File: src/rtl/hdx_pkg.sv
package hdx_pkg;
    typedef enum logic [2:0] {
        ST_IDLE,
        ST_LOW,
        ST_HIGH,
        ST_GAP_A,
        ST_GAP_B
    } seq_state_t;
endpackage

File: src/rtl/hdx_baud.sv
module hdx_baud #(
    parameter int DIV_W = 8
) (
    input  logic             clk,
    input  logic             rst_n,
    input  logic             hold,
    input  logic [DIV_W-1:0] div,
    output logic             tick
);
    logic [DIV_W-1:0] cnt_q;

    always_ff @(posedge clk) begin
        if (!rst_n || hold) begin
            cnt_q <= '0;
        end else if (cnt_q >= div) begin
            cnt_q <= '0;
        end else begin
            cnt_q <= cnt_q + 1'b1;
        end
    end

    assign tick = !hold && (cnt_q >= div);

    // a half period never collapses below two clocks when div is non-zero
    assert_half_len_R12: assert property (@(posedge clk) disable iff (!rst_n)
        (tick && div != '0) |=> !tick);
endmodule

File: src/rtl/hdx_txbuf.sv
module hdx_txbuf #(
    parameter int DATA_W = 8
) (
    input  logic              clk,
    input  logic              rst_n,
    input  logic              wr,
    input  logic [DATA_W-1:0] wdata,
    input  logic              take,
    output logic              full,
    output logic [DATA_W-1:0] data,
    output logic              empty_pulse
);
    always_ff @(posedge clk) begin
        if (!rst_n) begin
            full        <= 1'b0;
            data        <= '0;
            empty_pulse <= 1'b0;
        end else begin
            empty_pulse <= take;
            if (wr) begin
                full <= 1'b1;
                data <= wdata;
            end else if (take) begin
                full <= 1'b0;
            end
        end
    end

    // an empty indication only follows a cycle where a byte was held
    assert_txbe_from_full_R4: assert property (@(posedge clk) disable iff (!rst_n)
        empty_pulse |-> $past(full));
endmodule

File: src/rtl/hdx_rxbuf.sv
module hdx_rxbuf #(
    parameter int DATA_W = 8
) (
    input  logic              clk,
    input  logic              rst_n,
    input  logic              load,
    input  logic [DATA_W-1:0] ldata,
    input  logic              rd,
    input  logic              ovchk_en,
    input  logic              ov_clr,
    output logic [DATA_W-1:0] data,
    output logic              full,
    output logic              ov_flag,
    output logic              done_pulse,
    output logic              err_pulse
);
    logic overrun;

    assign overrun = load && full && !rd && ovchk_en;

    always_ff @(posedge clk) begin
        if (!rst_n) begin
            data       <= '0;
            full       <= 1'b0;
            ov_flag    <= 1'b0;
            done_pulse <= 1'b0;
            err_pulse  <= 1'b0;
        end else begin
            done_pulse <= load;
            err_pulse  <= overrun;
            if (load) begin
                data <= ldata;
                full <= 1'b1;
            end else if (rd) begin
                full <= 1'b0;
            end
            if (overrun) begin
                ov_flag <= 1'b1;
            end else if (ov_clr) begin
                ov_flag <= 1'b0;
            end
        end
    end

    // overrun flag is sticky until cleared
    assert_ovf_sticky_R10: assert property (@(posedge clk) disable iff (!rst_n)
        (ov_flag && !ov_clr) |=> ov_flag);
    // an error only arises when the buffer was already holding data
    assert_err_needs_full_R10: assert property (@(posedge clk) disable iff (!rst_n)
        err_pulse |-> ($past(full) && done_pulse));
endmodule

File: src/rtl/hdx_seq.sv
module hdx_seq
    import hdx_pkg::*;
#(
    parameter int DATA_W = 8,
    parameter int DIV_W  = 8
) (
    input  logic              clk,
    input  logic              rst_n,
    input  logic              run,
    input  logic              loop,
    input  logic              rx_en,
    input  logic              tx_full,
    input  logic [DATA_W-1:0] tx_data,
    input  logic [DIV_W-1:0]  div,
    input  logic              sdat_i,
    output logic              tx_take,
    output logic              rx_load,
    output logic [DATA_W-1:0] rx_word,
    output logic              txc_pulse,
    output logic              sclk,
    output logic              sdat_o,
    output logic              sdat_oe
);
    localparam int IDX_W = (DATA_W > 1) ? $clog2(DATA_W) : 1;
    localparam logic [IDX_W-1:0] LAST_IDX = IDX_W'(DATA_W - 1);

    seq_state_t        state_q, state_d;
    logic [IDX_W-1:0]  bit_idx_q;
    logic [DATA_W-1:0] txsh_q, rxsh_q;
    logic              op_tx_q, op_rx_q;
    logic              tick, want_tx, want_rx, start_ok, launch, byte_end, in_bit, busy;

    hdx_baud #(.DIV_W(DIV_W)) u_baud (
        .clk  (clk),
        .rst_n(rst_n),
        .hold (state_q == ST_IDLE),
        .div  (div),
        .tick (tick)
    );

    assign want_tx  = tx_full && run && (loop ? rx_en : !rx_en);
    assign want_rx  = run && rx_en && !loop;
    assign start_ok = want_tx || want_rx;
    assign launch   = start_ok &&
                      ((state_q == ST_IDLE) || (state_q == ST_GAP_B && tick));
    assign tx_take  = launch && want_tx;
    assign byte_end = (state_q == ST_HIGH) && tick && (bit_idx_q == LAST_IDX);
    assign busy     = (state_q == ST_LOW) || (state_q == ST_HIGH);
    assign in_bit   = loop ? txsh_q[0] : sdat_i;

    always_comb begin
        state_d = state_q;
        unique case (state_q)
            ST_IDLE:  if (start_ok) state_d = ST_LOW;
            ST_LOW:   if (tick) state_d = ST_HIGH;
            ST_HIGH:  if (tick) state_d = (bit_idx_q == LAST_IDX) ? ST_GAP_A : ST_LOW;
            ST_GAP_A: if (tick) state_d = ST_GAP_B;
            ST_GAP_B: if (tick) state_d = start_ok ? ST_LOW : ST_IDLE;
            default:  state_d = ST_IDLE;
        endcase
    end

    always_ff @(posedge clk) begin
        if (!rst_n) state_q <= ST_IDLE;
        else        state_q <= state_d;
    end

    always_ff @(posedge clk) begin
        if (!rst_n) begin
            bit_idx_q <= '0;
            txsh_q    <= '1;
            rxsh_q    <= '0;
            op_tx_q   <= 1'b0;
            op_rx_q   <= 1'b0;
            txc_pulse <= 1'b0;
        end else begin
            txc_pulse <= byte_end && op_tx_q;
            if (launch) begin
                bit_idx_q <= '0;
                op_tx_q   <= want_tx;
                op_rx_q   <= loop ? want_tx : want_rx;
                txsh_q    <= want_tx ? tx_data : '1;
            end else if (state_q == ST_LOW && tick) begin
                rxsh_q <= {in_bit, rxsh_q[DATA_W-1:1]};
            end else if (state_q == ST_HIGH && tick && bit_idx_q != LAST_IDX) begin
                txsh_q    <= {1'b1, txsh_q[DATA_W-1:1]};
                bit_idx_q <= bit_idx_q + 1'b1;
            end
        end
    end

    always_comb begin
        sclk    = (state_q != ST_LOW);
        sdat_o  = (busy && op_tx_q) ? txsh_q[0] : 1'b1;
        sdat_oe = !loop && !(busy && op_rx_q);
    end

    assign rx_load = byte_end && op_rx_q;
    assign rx_word = rxsh_q;

    // both lines high right after the final bit
    assert_lines_high_after_byte_R5: assert property (@(posedge clk) disable iff (!rst_n)
        byte_end |=> (sclk && sdat_o));
    // nothing launches from idle without the run bit
    assert_no_start_without_run_R7: assert property (@(posedge clk) disable iff (!rst_n)
        (state_q == ST_IDLE && !run) |=> (state_q == ST_IDLE));
    // receive enable blocks transmit outside loopback
    assert_rx_blocks_tx_R7: assert property (@(posedge clk) disable iff (!rst_n)
        (!loop && rx_en) |-> !tx_take);
    // the clock never falls straight out of the last bit
    assert_gap_before_next_R6: assert property (@(posedge clk) disable iff (!rst_n)
        (state_q == ST_GAP_A) |=> sclk);
endmodule

File: src/rtl/hdx_sync_serial.sv
module hdx_sync_serial #(
    parameter int DATA_W = 8,
    parameter int DIV_W  = 8
) (
    input  logic              clk,
    input  logic              rst_n,
    input  logic              run_en,
    input  logic              loop_en,
    input  logic              ovchk_en,
    input  logic [DIV_W-1:0]  baud_div,
    input  logic              rxen_set,
    input  logic              rxen_clr,
    output logic              rxen,
    input  logic              txb_wr,
    input  logic [DATA_W-1:0] txb_wdata,
    input  logic              rxb_rd,
    output logic [DATA_W-1:0] rxb_rdata,
    output logic              rxb_full,
    input  logic              ovf_clr,
    output logic              ovf_flag,
    output logic              irq_txbe,
    output logic              irq_txc,
    output logic              irq_rxc,
    output logic              irq_err,
    output logic              sclk_o,
    output logic              sdat_o,
    output logic              sdat_oe,
    input  logic              sdat_i
);
    logic              tx_full, tx_take, rx_load;
    logic [DATA_W-1:0] tx_data, rx_word;

    always_ff @(posedge clk) begin
        if (!rst_n)                   rxen <= 1'b0;
        else if (rxen_set)            rxen <= 1'b1;
        else if (rxen_clr || rx_load) rxen <= 1'b0;
    end

    hdx_txbuf #(.DATA_W(DATA_W)) u_txbuf (
        .clk        (clk),
        .rst_n      (rst_n),
        .wr         (txb_wr),
        .wdata      (txb_wdata),
        .take       (tx_take),
        .full       (tx_full),
        .data       (tx_data),
        .empty_pulse(irq_txbe)
    );

    hdx_seq #(.DATA_W(DATA_W), .DIV_W(DIV_W)) u_seq (
        .clk      (clk),
        .rst_n    (rst_n),
        .run      (run_en),
        .loop     (loop_en),
        .rx_en    (rxen),
        .tx_full  (tx_full),
        .tx_data  (tx_data),
        .div      (baud_div),
        .sdat_i   (sdat_i),
        .tx_take  (tx_take),
        .rx_load  (rx_load),
        .rx_word  (rx_word),
        .txc_pulse(irq_txc),
        .sclk     (sclk_o),
        .sdat_o   (sdat_o),
        .sdat_oe  (sdat_oe)
    );

    hdx_rxbuf #(.DATA_W(DATA_W)) u_rxbuf (
        .clk       (clk),
        .rst_n     (rst_n),
        .load      (rx_load),
        .ldata     (rx_word),
        .rd        (rxb_rd),
        .ovchk_en  (ovchk_en),
        .ov_clr    (ovf_clr),
        .data      (rxb_rdata),
        .full      (rxb_full),
        .ov_flag   (ovf_flag),
        .done_pulse(irq_rxc),
        .err_pulse (irq_err)
    );

    // receive enable has dropped by the time completion is reported
    assert_rxen_selfclear_R8: assert property (@(posedge clk) disable iff (!rst_n)
        irq_rxc |-> (!rxen || $past(rxen_set)));
endmodule

File: config.mk
export PLATFORM = sky130hd
export DESIGN_NAME = hdx_sync_serial
export DESIGN_NICKNAME = d
export VERILOG_FILES = /design/src/rtl/hdx_pkg.sv /design/src/rtl/hdx_baud.sv /design/src/rtl/hdx_txbuf.sv /design/src/rtl/hdx_rxbuf.sv /design/src/rtl/hdx_seq.sv /design/src/rtl/hdx_sync_serial.sv
export SDC_FILE = /design/constraint.sdc
export NUM_CORES = 1
export LEC_CHECK = 0
export BUFFER_PORTS_ARGS = -buffer_cell sky130_fd_sc_hd__clkbuf_2
export CAP_MARGIN = 20
export CORE_ASPECT_RATIO = 1.1
export CORE_MARGIN = 2
export CORE_UTILIZATION = 60
export CTS_CLUSTER_SIZE = 24
export DETAILED_ROUTE_END_ITERATION = 8
export PLACE_DENSITY = 0.85
export SETUP_SLACK_MARGIN = 0.2
export SYNTH_ARGS = -nofsm -noshare
export SYNTH_HDL_FRONTEND = slang
export SYNTH_SLANG_ARGS = --single-unit
export TNS_END_PERCENT = 30
File: constraint.sdc
create_clock -name clk -period 4.46 [get_ports clk]
set_input_delay 0.669 -clock clk [delete_from_list [all_inputs] [get_ports clk]]
set_output_delay 0.669 -clock clk [all_outputs]
set_load 0.05 [all_outputs]
==> out/summary.txt, run 1 <==
Crit path largest cell delay = 0.74 ns
Global route overflow = 0
Drt first pass iters = 4
HP Start = u_txbuf.data[6]
Die width = 66.8 um
Hold Crit Depth = 2
Routability-driven placement congestion ratio = 0.837
Synth Cell Area = 0.00260 mm2
Post_cts resized = 0
Drt drc = 0
Crit start category = primary input
Seq pwr share = 60.0%
Minimum clock period = 2.69 ns
Synth cell types = 47
TNS Setup = 0 ns
Avg Cell Area, Syn = 9.23 um2
First-pass GRT wire length = 8420 um
Antenna fix cells = 0
Initial Utilization = 61.6%
Area of the die = 0.00488 mm2
Combinational Power Share = 7.0%
Final setup fails = 0
# fillers = 357
Relative slew slack = 37.6%
Worst-Margin Slew = 0.935 ns
#FFs+latches synth = 56
R2R depth = 7
Reg-to-reg endpoint = u_seq.state_q[0]
RSZ-0062 raised after global routing = no
Syn nets = 320
PwrDens = 295 mW/mm2
VDD IR max = 0.000259 V
Clock buffer depth = 2
Worst R2R Setup Slack = 1.88 ns
Vias in the first global route = 1995
Outcome = complete, no violations
Clock Power Share = 33.0%
Final hold slack = 0.449 ns
Register area share after synthesis = 43.1%
Final Skew = 0.00792 ns
Hold EP = u_seq.txsh_q[6]
Total track usage = 22.3%
Register Area = 0.00112 mm2
Fmax = 372 MHz
Cells after Synth = 282
Tot Pwr = 855 uW
Clock latency on the worst-skew pair = 0.31 ns
Crit path capture type = flip-flop
Finished Core Util = 68.6%
PortBufs = 44
Reg clk slew, reported paths = 0.09 ns
Area of the multi-input gates = 0.00132 mm2
Slew Limit Fails = 0
Post-DP HPWL = 3540 um
DRT Wirelength = 4810 um
Synth warnings = 0
Proportion of layout cells with a drive suffix above 1 = 20.1%
Slowest CP cell = o21ai_2
CP Data Arrival Time = 2.92 ns
Root Driver = clkbuf_8
Placement row count = 25
WP data required = 4.69 ns
Hold Vio Cnt, Final = 0
Initial antenna violation count = 0
Post-CTS Setup Repair Bufs = 0
Sw frac = 23.0%
Net Sw Power = 197 uW
# Max-Cap Violations = 0
TritonCTS Buffers = 5
WL per Instance = 12.9 um
Fin crit share = 60.3%
Crit-path cells = clkbuf_2 -> inv_1 -> ha_1 -> and3_1 -> nand3_2 -> o21ai_2 -> and3_4 -> mux2i_1
Reg-to-Reg Start = u_seq.u_baud.cnt_q[0]
Core Region = 0.00422 mm2
Die Y-Extent = 73.1 um
Worst-path maximum fanout = 25
Antenna viol nets, final = 0
Vias/cell = 5.68
Final net count = 355
Largest cells by area after synthesis = dfxtp_1, mux2i_1, ha_1
Internal = 658 uW
Vias = 2113
Leak = 1.21 nW
Hold crit path type = reg -> reg
Post-synth EDFFs = 0
H-tree depth = 2
Synth area leader = dfxtp_1
Layout area overhead = 11.3%
Ys async rst share = 0%
Main flop type after synthesis = dfxtp_1
Boundary Pins = 45
Clock tree sinks = 56
Setup CP Type = in -> reg
Drt first-iter violations = 93
Synth top area share = 43.1%
CTS tree = done
Largest net degree at the start of global routing = 30
Hold buffer count at cts = 0
## through the flow
stage                     setup WS [ns]  std cells  instance area (um2)
final                              1.77        372                 2900
after global routing               1.59        372                 2900
after CTS                          1.76        372                 2900
after detailed placement           1.45        364                 2800
after global placement             1.51        364                 2800
after floorplan                    2.17        282                 2600
## layer usage
layer / part of all wire [%] / up-vias / global-route usage, %
met4: 1.6 / 0 / 7.71
met1: 44 / 978 / 26.8
met5: 0 / - / 0
met2: 49 / 61 / 38.9
met3: 5.5 / 8 / 4.94
li1: - / 1066 / -
## worst max path at each step
stage / startpoint / endpoint / depth (start not counted)
finish: baud_div[7] / u_rxbuf.data[4] / 8
CTS: baud_div[7] / u_rxbuf.data[4] / 8
floorplan: baud_div[7] / u_rxbuf.full / 8
detailed placement: baud_div[7] / u_rxbuf.data[4] / 8
global placement: baud_div[2] / u_seq.state_q[0] / 8
global route: u_seq.state_q[0] / sclk_o / 4
## power by group through the flow
stage                     logic (mW)  registers [mW]  clock network, mW
after floorplan               0.0394           0.525                  0
after global placement        0.0582           0.524                  0
final                         0.0595           0.513              0.282
after CTS                     0.0598           0.513              0.291
after global routing          0.0675           0.514              0.311
after detailed placement      0.0596           0.525                  0
## worst max-delay path, delay by kind of cell
kind	cells	cell delay [ns]
compound gates	1	0.74
fa+ha+maj	1	0.32
simple gates	3	0.85
mux	1	0.23
buf+inv	2	0.10
## kinds of logic after synthesis
group           synth area share (%)
buf+inv                         6.25
simple gates                    17.5
xor+xnor                        2.36
flops                           43.1
fa+ha+maj                       5.72
compound gates                  18.5
mux                             6.54
## synth_stat cells, types with 3 or more instances
master     n
mux2i_1   17
a21oi_1   14
xnor2_1    5
nand3_1   19
o21a_1     4
dfxtp_1   56
o21ai_0    8
a32oi_1    7
ha_1      11
nand2_1   19
buf_2      4
nand2b_1   5
a21boi_1   4
or3_1      3
clkbuf_1   8
and3_1     7
inv_2      3
a21o_1     3
nor2_1    19
inv_1     17
o21ai_1   13
## flip-flops by register name, summed over array words and instances (netlist names), 3 cells and up
name	flops
u_seq.bit_idx_q	3
u_seq.u_baud.cnt_q	8
u_txbuf.data	8
u_rxbuf.data	8
u_seq.txsh_q	8
u_seq.state_q	3
u_seq.rx_word	8
## layout make-up
cell class / instances / share of cell area, %
Timing Repair Buffer: 44 / 7.60
Tap cell: 54 / 2.33
Sequential cell: 56 / 38.7
Clock buffer: 7 / 2.98
Clock inverter: 1 / 0.259
Multi-Input combinational cell: 190 / 45.5
Inverter: 20 / 2.59
## cells in the final DEF (no fill, tap or decap), types with 2 or more instances in the layout
cell type	netlist	routed
a211oi_1	2	2
a21boi_1	4	4
a21o_1	3	3
a21oi_1	14	14
a221oi_1	2	2
a31oi_1	2	2
a32oi_1	7	7
and2_1	2	2
and3_1	7	7
clkbuf_2	0	44
clkbuf_8	0	6
dfxtp_1	56	56
ha_1	11	11
inv_1	17	17
inv_2	3	3
mux2i_1	17	17
nand2_1	19	19
nand2b_1	5	5
nand3_1	19	19
nand3b_1	2	2
nor2_1	19	19
nor2b_1	2	2
nor3_1	2	2
o21a_1	4	4
o21ai_0	8	8
o21ai_1	13	13
or3_1	3	3
xnor2_1	5	5
xor2_1	2	2
No activity file was read; power rests on OpenSTA's default activity.
==> run 2, diff against run 1 <==
CORE_UTILIZATION = 55   (was 60)
PLACE_DENSITY = 0.78   (was 0.85)
clock period = 2.6 ns   (was 4.46 ns; I/O delays follow)
==> run 2 against run 1 <==
Net effect:
- total power is 70% higher
- critical path depth is 1 lower
- sequential cell count stayed put
- sequential share of layout area is 0.66 points lower
- setup slack worse by 1.3 ns
- count of clock-buffer cells in the layout is 1 lower
- wire length is 2.0% higher
- clock skew is 0.0052 ns higher
- register-to-register slack worse by 1.4 ns
- final cell count is 2.4% higher
- global-route usage is 2.7 points lower
- critical endpoint is now u_seq.txsh_q[0]
- largest power group unchanged
==> out/summary.txt, run 2 (same netlist as run 1, synthesis figures left out) <==
# Max-Cap Violations = 0 (unchanged)
Final net count = 362 (was 355)
Post-CTS Setup Repair Bufs = 0 (unchanged)
Clock latency on the worst-skew pair = 0.30 ns (was 0.31 ns)
Most frequent cells in the layout = dfxtp_1, clkbuf_2, nor2_1, nand3_1, nand2_1 (unchanged)
Drt first-iter violations = 143 (was 93)
Placed inst area = 0.00286 mm2 (was 0.00280 mm2)
RSZ-0062 raised after global routing = no (unchanged)
Combinational Power Share = 7.3% (was 7.0%)
Relative slew slack = 59.6% (was 37.6%)
Hold buffer count at cts = 0 (unchanged)
Minimum clock period = 2.10 ns
Seq pwr share = 60.7% (was 60.0%)
Worst-path maximum fanout = 12 (was 25)
Antenna fix cells = 0 (unchanged)
Outcome = complete, no violations (unchanged)
Core Region = 0.00459 mm2 (was 0.00422 mm2)
Place WS = 0.323 ns (was 1.45 ns)
PortBufs = 44 (unchanged)
Area of the die = 0.00530 mm2 (was 0.00488 mm2)
Layout area overhead = 13.2% (was 11.3%)
Final Skew = 0.0131 ns (was 0.00792 ns)
Leak = 1.24 nW (was 1.21 nW)
CP Data Arrival Time = 2.34 ns (was 2.92 ns)
TNS Setup = 0 ns (unchanged)
Largest net degree at the start of global routing = 29 (was 30)
Final hold slack = 0.300 ns (was 0.449 ns)
Most common cell after layout, fill and taps aside = dfxtp_1 (unchanged)
Routability-driven placement congestion ratio = 0.810 (was 0.837)
Drt first pass iters = 4 (unchanged)
Antenna viol nets, final = 0 (unchanged)
Final Worst Setup Slack = 0.498 ns (was 1.77 ns)
Vias in the first global route = 2001 (was 1995)
Reg clk slew, reported paths = 0.10 ns (was 0.09 ns)
PwrDens = 492 mW/mm2 (was 295 mW/mm2)
Hold Vio Cnt, Final = 0 (unchanged)
Crit path capture type = flip-flop (unchanged)
Post-DP HPWL = 3620 um (was 3540 um)
WP data required = 2.83 ns (was 4.69 ns)
Fmax = 476 MHz
DRT Wirelength = 4900 um (was 4810 um)
Tot Pwr = 1.45 mW (was 855 uW)
CTS tree = done (unchanged)
H-tree depth = 2 (unchanged)
Sw frac = 23.6% (was 23.0%)
Clock tree sinks = 56 (unchanged)
Root Driver = clkbuf_8 (unchanged)
Post-route insts no fill = 381 (was 372)
Clock buffer depth = 2 (unchanged)
Initial antenna violation count = 0 (unchanged)
Internal = 1.11 mW (was 658 uW)
Proportion of layout cells with a drive suffix above 1 = 21.8% (was 20.1%)
Setup CP Type = reg -> reg (was in -> reg)
TritonCTS Buffers = 5 (unchanged)
Clock Power Share = 32.0% (was 33.0%)
VDD IR max = 0.000299 V (was 0.000259 V)
Global route overflow = 0 (unchanged)
Net Sw Power = 343 uW (was 197 uW)
Final setup fails = 0 (unchanged)
Boundary Pins = 45 (unchanged)
Placement row count = 26 (was 25)
Hold crit path type = in -> reg (was reg -> reg)
Vias/cell = 5.54 (was 5.68)
Finished Core Util = 64.2% (was 68.6%)
First-pass GRT wire length = 8690 um (was 8420 um)
Worst-Margin Slew = 0.603 ns (was 0.935 ns)
Die Y-Extent = 76.1 um (was 73.1 um)
Initial Utilization = 56.7% (was 61.6%)
Dpl cells = 373 (was 364)
Post-layout instance area = 0.00295 mm2 (was 0.00290 mm2)
Post_cts resized = 0 (unchanged)
WL per Instance = 12.9 um (about the same)
Vias = 2111 (was 2113)
Crit start category = flip-flop (was primary input)
Total track usage = 19.5% (was 22.3%)
Die width = 69.6 um (was 66.8 um)
Drt drc = 0 (unchanged)
Slew Limit Fails = 0 (unchanged)
Fin crit share = 80.8%
==> run 2: changes by cell type in the layout (fill, tap and decap cells not counted) <==
cell,delta
clkinv_4,+1
clkbuf_8,-1
buf_4,+7
==> run 2: path summary, 6_finish.rpt <==
kind	startpoint	cells past startpoint	slack, ns	end
worst min register to register	u_txbuf.data[1]	2	0.45	u_seq.txsh_q[1]
worst max register to register	u_seq.u_baud.cnt_q[5]	7	0.50	u_seq.txsh_q[0]
worst min-delay path	rxen_set	3	0.30	rxen
worst max-delay path	u_seq.u_baud.cnt_q[5]	7	0.50	u_seq.txsh_q[0]
==> run 2: routing by layer <==
layer | part of all wire, % | track usage (%) | vias to the layer above
met5 | 0 | 0 | -
met3 | 4.7 | 3.70 | 7
met2 | 47 | 32.1 | 65
met4 | 1.0 | 4.71 | 0
li1 | - | - | 1078
met1 | 47 | 26.5 | 961
==> run 2: power by group through the flow <==
stage | clock network, mW | registers [mW] | logic [mW]
finish | 0.464 | 0.879 | 0.106
global route | 0.507 | 0.881 | 0.118
CTS | 0.475 | 0.879 | 0.106
detailed placement | 0 | 0.899 | 0.106
global placement | 0 | 0.899 | 0.104
floorplan | 0 | 0.901 | 0.0675
==> run 2: critical path, cell delays in order (launching register included) <==
cell,delay (ns)
dfxtp_1,0.41
ha_1,0.25
and3_1,0.21
a221oi_4,0.35
o21a_1,0.29
buf_4,0.22
o21ai_0,0.12
a32oi_1,0.19
==> run 2: layout make-up <==
| cell class | instances | area, um2 |
|---|---|---|
| Fill cell | 400 | 1640 |
| Multi-Input combinational cell | 190 | 1320 |
| Sequential cell | 56 | 1120 |
| Timing Repair Buffer | 51 | 273 |
| Inverter | 20 | 75.1 |
| Clock buffer | 6 | 72.6 |
| Tap cell | 56 | 70.1 |
| Clock inverter | 2 | 16.3 |
==> run 3, diff against run 2 <==
CORE_UTILIZATION = 50   (was 55)
PLACE_DENSITY = 0.75   (was 0.78)
clock period = 1.8 ns   (was 2.6 ns; I/O delays follow)
==> run 3 against run 2 <==
Net effect:
- the flow now finishes with violations (setup timing)
- final cell count grew 8.9%
- first-iteration DRC count shrank 15%
- count of clock-buffer cells in the layout stayed put
- setup slack worse by 0.59 ns
- critical endpoint is now u_seq.txsh_q[5]
- combinational power rose by 92%
- sequential power up 44%
- worst hold slack got worse by 0.14 ns
- die area increased by 9.4%
==> out/summary.txt, run 3 (same netlist as run 1, synthesis figures left out) <==
Outcome = complete, but fails checks (was complete, no violations)
Failing checks = setup timing
Worst-path maximum fanout = 8 (was 12)
RSZ-0062 raised after global routing = yes (was no)
Final Skew = 0.00840 ns (was 0.0131 ns)
Post-DP HPWL = 3850 um (was 3620 um)
Area of the die = 0.00580 mm2 (was 0.00530 mm2)
Area of the multi-input gates = 0.00154 mm2 (was 0.00132 mm2)
TNS Setup = -1.38 ns (was 0 ns)
Clock buffer depth = 2 (unchanged)
Post-layout instance area = 0.00348 mm2 (was 0.00295 mm2)
Final Worst Setup Slack = -0.0931 ns (was 0.498 ns)
Initial Utilization = 52.1% (was 56.7%)
Worst-Margin Slew = 0.469 ns (was 0.603 ns)
Worst R2R Setup Slack = -0.09 ns (was 0.50 ns)
Layout area overhead = 33.6% (was 13.2%)
First-pass GRT wire length = 9500 um (was 8690 um)
Routed length on met3 = 383 um (was 230 um)
Hold Vio Cnt, Final = 0 (unchanged)
Clock Power Share = 37.2% (was 32.0%)
Final hold slack = 0.165 ns (was 0.300 ns)
Final setup fails = 28 (was 0)
H-tree depth = 2 (unchanged)
Internal = 1.80 mW (was 1.11 mW)
Hold crit path type = in -> reg (unchanged)
Dpl cells = 396 (was 373)
Antenna viol nets, final = 0 (unchanged)
Crit path capture type = flip-flop (unchanged)
Relative slew slack = 68.8% (was 59.6%)
Antenna fix cells = 0 (unchanged)
Largest net degree at the start of global routing = 29 (unchanged)
Vias = 2306 (was 2111)
Total track usage = 21.0% (was 19.5%)
Met2 routed WL = 2860 um (was 2320 um)
Slowest CP cell = o211ai_4 (was dfxtp_1)
Setup CP Type = reg -> reg (unchanged)
Seq pwr share = 54.1% (was 60.7%)
Die width = 72.8 um (was 69.6 um)
Vias/cell = 5.56 (was 5.54)
Sw frac = 23.0% (was 23.6%)
Wl on met1 = 2590 um (was 2300 um)
Tot Pwr = 2.34 mW (was 1.45 mW)
VDD IR max = 0.000551 V (was 0.000299 V)
TritonCTS Buffers = 5 (unchanged)
Finished Core Util = 69.5% (was 64.2%)
Combinational Power Share = 8.7% (was 7.3%)
Fmax = 528 MHz (was 476 MHz)
Placement row count = 27 (was 26)
Clock tree sinks = 56 (unchanged)
Placed inst area = 0.00307 mm2 (was 0.00286 mm2)
CP Data Arrival Time = 2.08 ns (was 2.34 ns)
Minimum clock period = 1.89 ns (was 2.10 ns)
Most common cell after layout, fill and taps aside = dfxtp_1 (unchanged)
Die Y-Extent = 79.7 um (was 76.1 um)
WP data required = 1.99 ns (was 2.83 ns)
Hold Crit Depth = 3 (unchanged)
Drt first pass iters = 4 (unchanged)
Leak = 1.45 nW (was 1.24 nW)
Routability-driven placement congestion ratio = 0.812 (was 0.810)
Crit start category = flip-flop (unchanged)
Top Layer Used = met4 (unchanged)
Initial antenna violation count = 0 (unchanged)
Boundary Pins = 45 (unchanged)
Crit-path cells = inv_2 -> ha_4 -> nand2b_4 -> a31oi_4 -> buf_6 -> o211ai_4 -> and4_4 -> a32oi_1 (was ha_1 -> and3_1 -> a221oi_4 -> o21a_1 -> buf_4 -> o21ai_0 -> a32oi_1)
R2R depth = 8 (was 7)
Vias in the first global route = 2077 (was 2001)
Drt drc = 0 (unchanged)
Core Region = 0.00500 mm2 (was 0.00459 mm2)
# fillers = 386 (was 400)
CTS tree = done (unchanged)
Fin crit share = 105% (was 80.8%)
Hold EP = rxen (unchanged)
Root Driver = clkbuf_8 (unchanged)
Net Sw Power = 539 uW (was 343 uW)
PortBufs = 44 (unchanged)
Drt first-iter violations = 121 (was 143)
Reg-to-Reg Start = u_seq.u_baud.cnt_q[0] (was u_seq.u_baud.cnt_q[5])
Proportion of layout cells with a drive suffix above 1 = 38.1% (was 21.8%)
PwrDens = 673 mW/mm2 (was 492 mW/mm2)
Clock latency on the worst-skew pair = 0.31 ns (was 0.30 ns)
Global route overflow = 0 (unchanged)
Worst Path Buf+Inv = 2 (was 1)
CP top delay family = compound AO/OA/AOI/OAI gates (unchanged)
Reg-to-reg endpoint = u_seq.txsh_q[5] (was u_seq.txsh_q[0])
Slew Limit Fails = 0 (unchanged)
Reg clk slew, reported paths = 0.10 ns (about the same)
Register Area = 0.00114 mm2 (was 0.00112 mm2)
WL per Instance = 14.2 um (was 12.9 um)
DRT Wirelength = 5900 um (was 4900 um)
HP Start = rxen_set (unchanged)
Most frequent cells in the layout = dfxtp_1, clkbuf_2, buf_4 (was dfxtp_1, clkbuf_2, nor2_1, nand3_1, nand2_1)
Post-route insts no fill = 415 (was 381)
Final net count = 394 (was 362)
Crit path largest cell delay = 0.36 ns (was 0.41 ns)
# Max-Cap Violations = 0 (unchanged)
Place WS = -0.246 ns (was 0.323 ns)
run 3: changes by cell type in the layout (fill, tap and decap cells not counted), moves of 5 or more:
cell     previous run  this run
ha_1               11         6
dfxtp_1            56        48
buf_6               0         7
buf_4               7        30
dfxtp_2             0         6
ha_4                0         5
run 3: final cells by class:
class,instances,share of cell area [%]
Multi-Input combinational cell,193,44.3
Sequential cell,56,32.7
Timing Repair Buffer,80,15.3
Clock buffer,6,2.38
Inverter,20,2.16
Tap cell,58,2.09
Clock inverter,2,1.12
run 3: worst reg2reg max path, cell delays in order, from the launching register on:
cell,delay (ns)
dfxtp_2,0.34
inv_2,0.04
ha_4,0.25
nand2b_4,0.12
a31oi_4,0.09
buf_6,0.15
o211ai_4,0.36
and4_4,0.35
a32oi_1,0.07
run 3: metal layers:
metal	vias up	GRT usage [%]
met1	1071	26.7
met5	-	0
met3	9	5.05
met4	0	5.19
li1	1147	-
met2	79	35.6
run 3: worst max path at each step:
stage                                startpoint  cells after the start              end
after floorplan           u_seq.u_baud.cnt_q[4]                      7     u_rxbuf.full
after global placement              baud_div[2]                      9  u_rxbuf.data[0]
after detailed placement            baud_div[7]                      8  u_rxbuf.data[0]
after CTS                 u_seq.u_baud.cnt_q[6]                      7  u_seq.txsh_q[7]
after global routing      u_seq.u_baud.cnt_q[0]                      8  u_seq.txsh_q[6]
final                     u_seq.u_baud.cnt_q[0]                      8  u_seq.txsh_q[5]
run 3: what timing repair did:
action                     in CTS  in global routing
gates cloned                    4                  0
buffers inserted                4                  3
setup endpoints to repair      51                 51
hold buffers                    0                  0
gates resized for setup        29                 19
pin swaps                      25                 16
run 3: power by group through the flow:
stage,logic (mW),clock network [mW],registers (mW)
4_1_cts,0.196,0.879,1.27
2_1_floorplan,0.104,0,1.30
3_5_place_dp,0.172,0,1.30
5_1_grt,0.222,0.928,1.27
3_3_place_gp,0.169,0,1.30
6_report,0.203,0.871,1.27
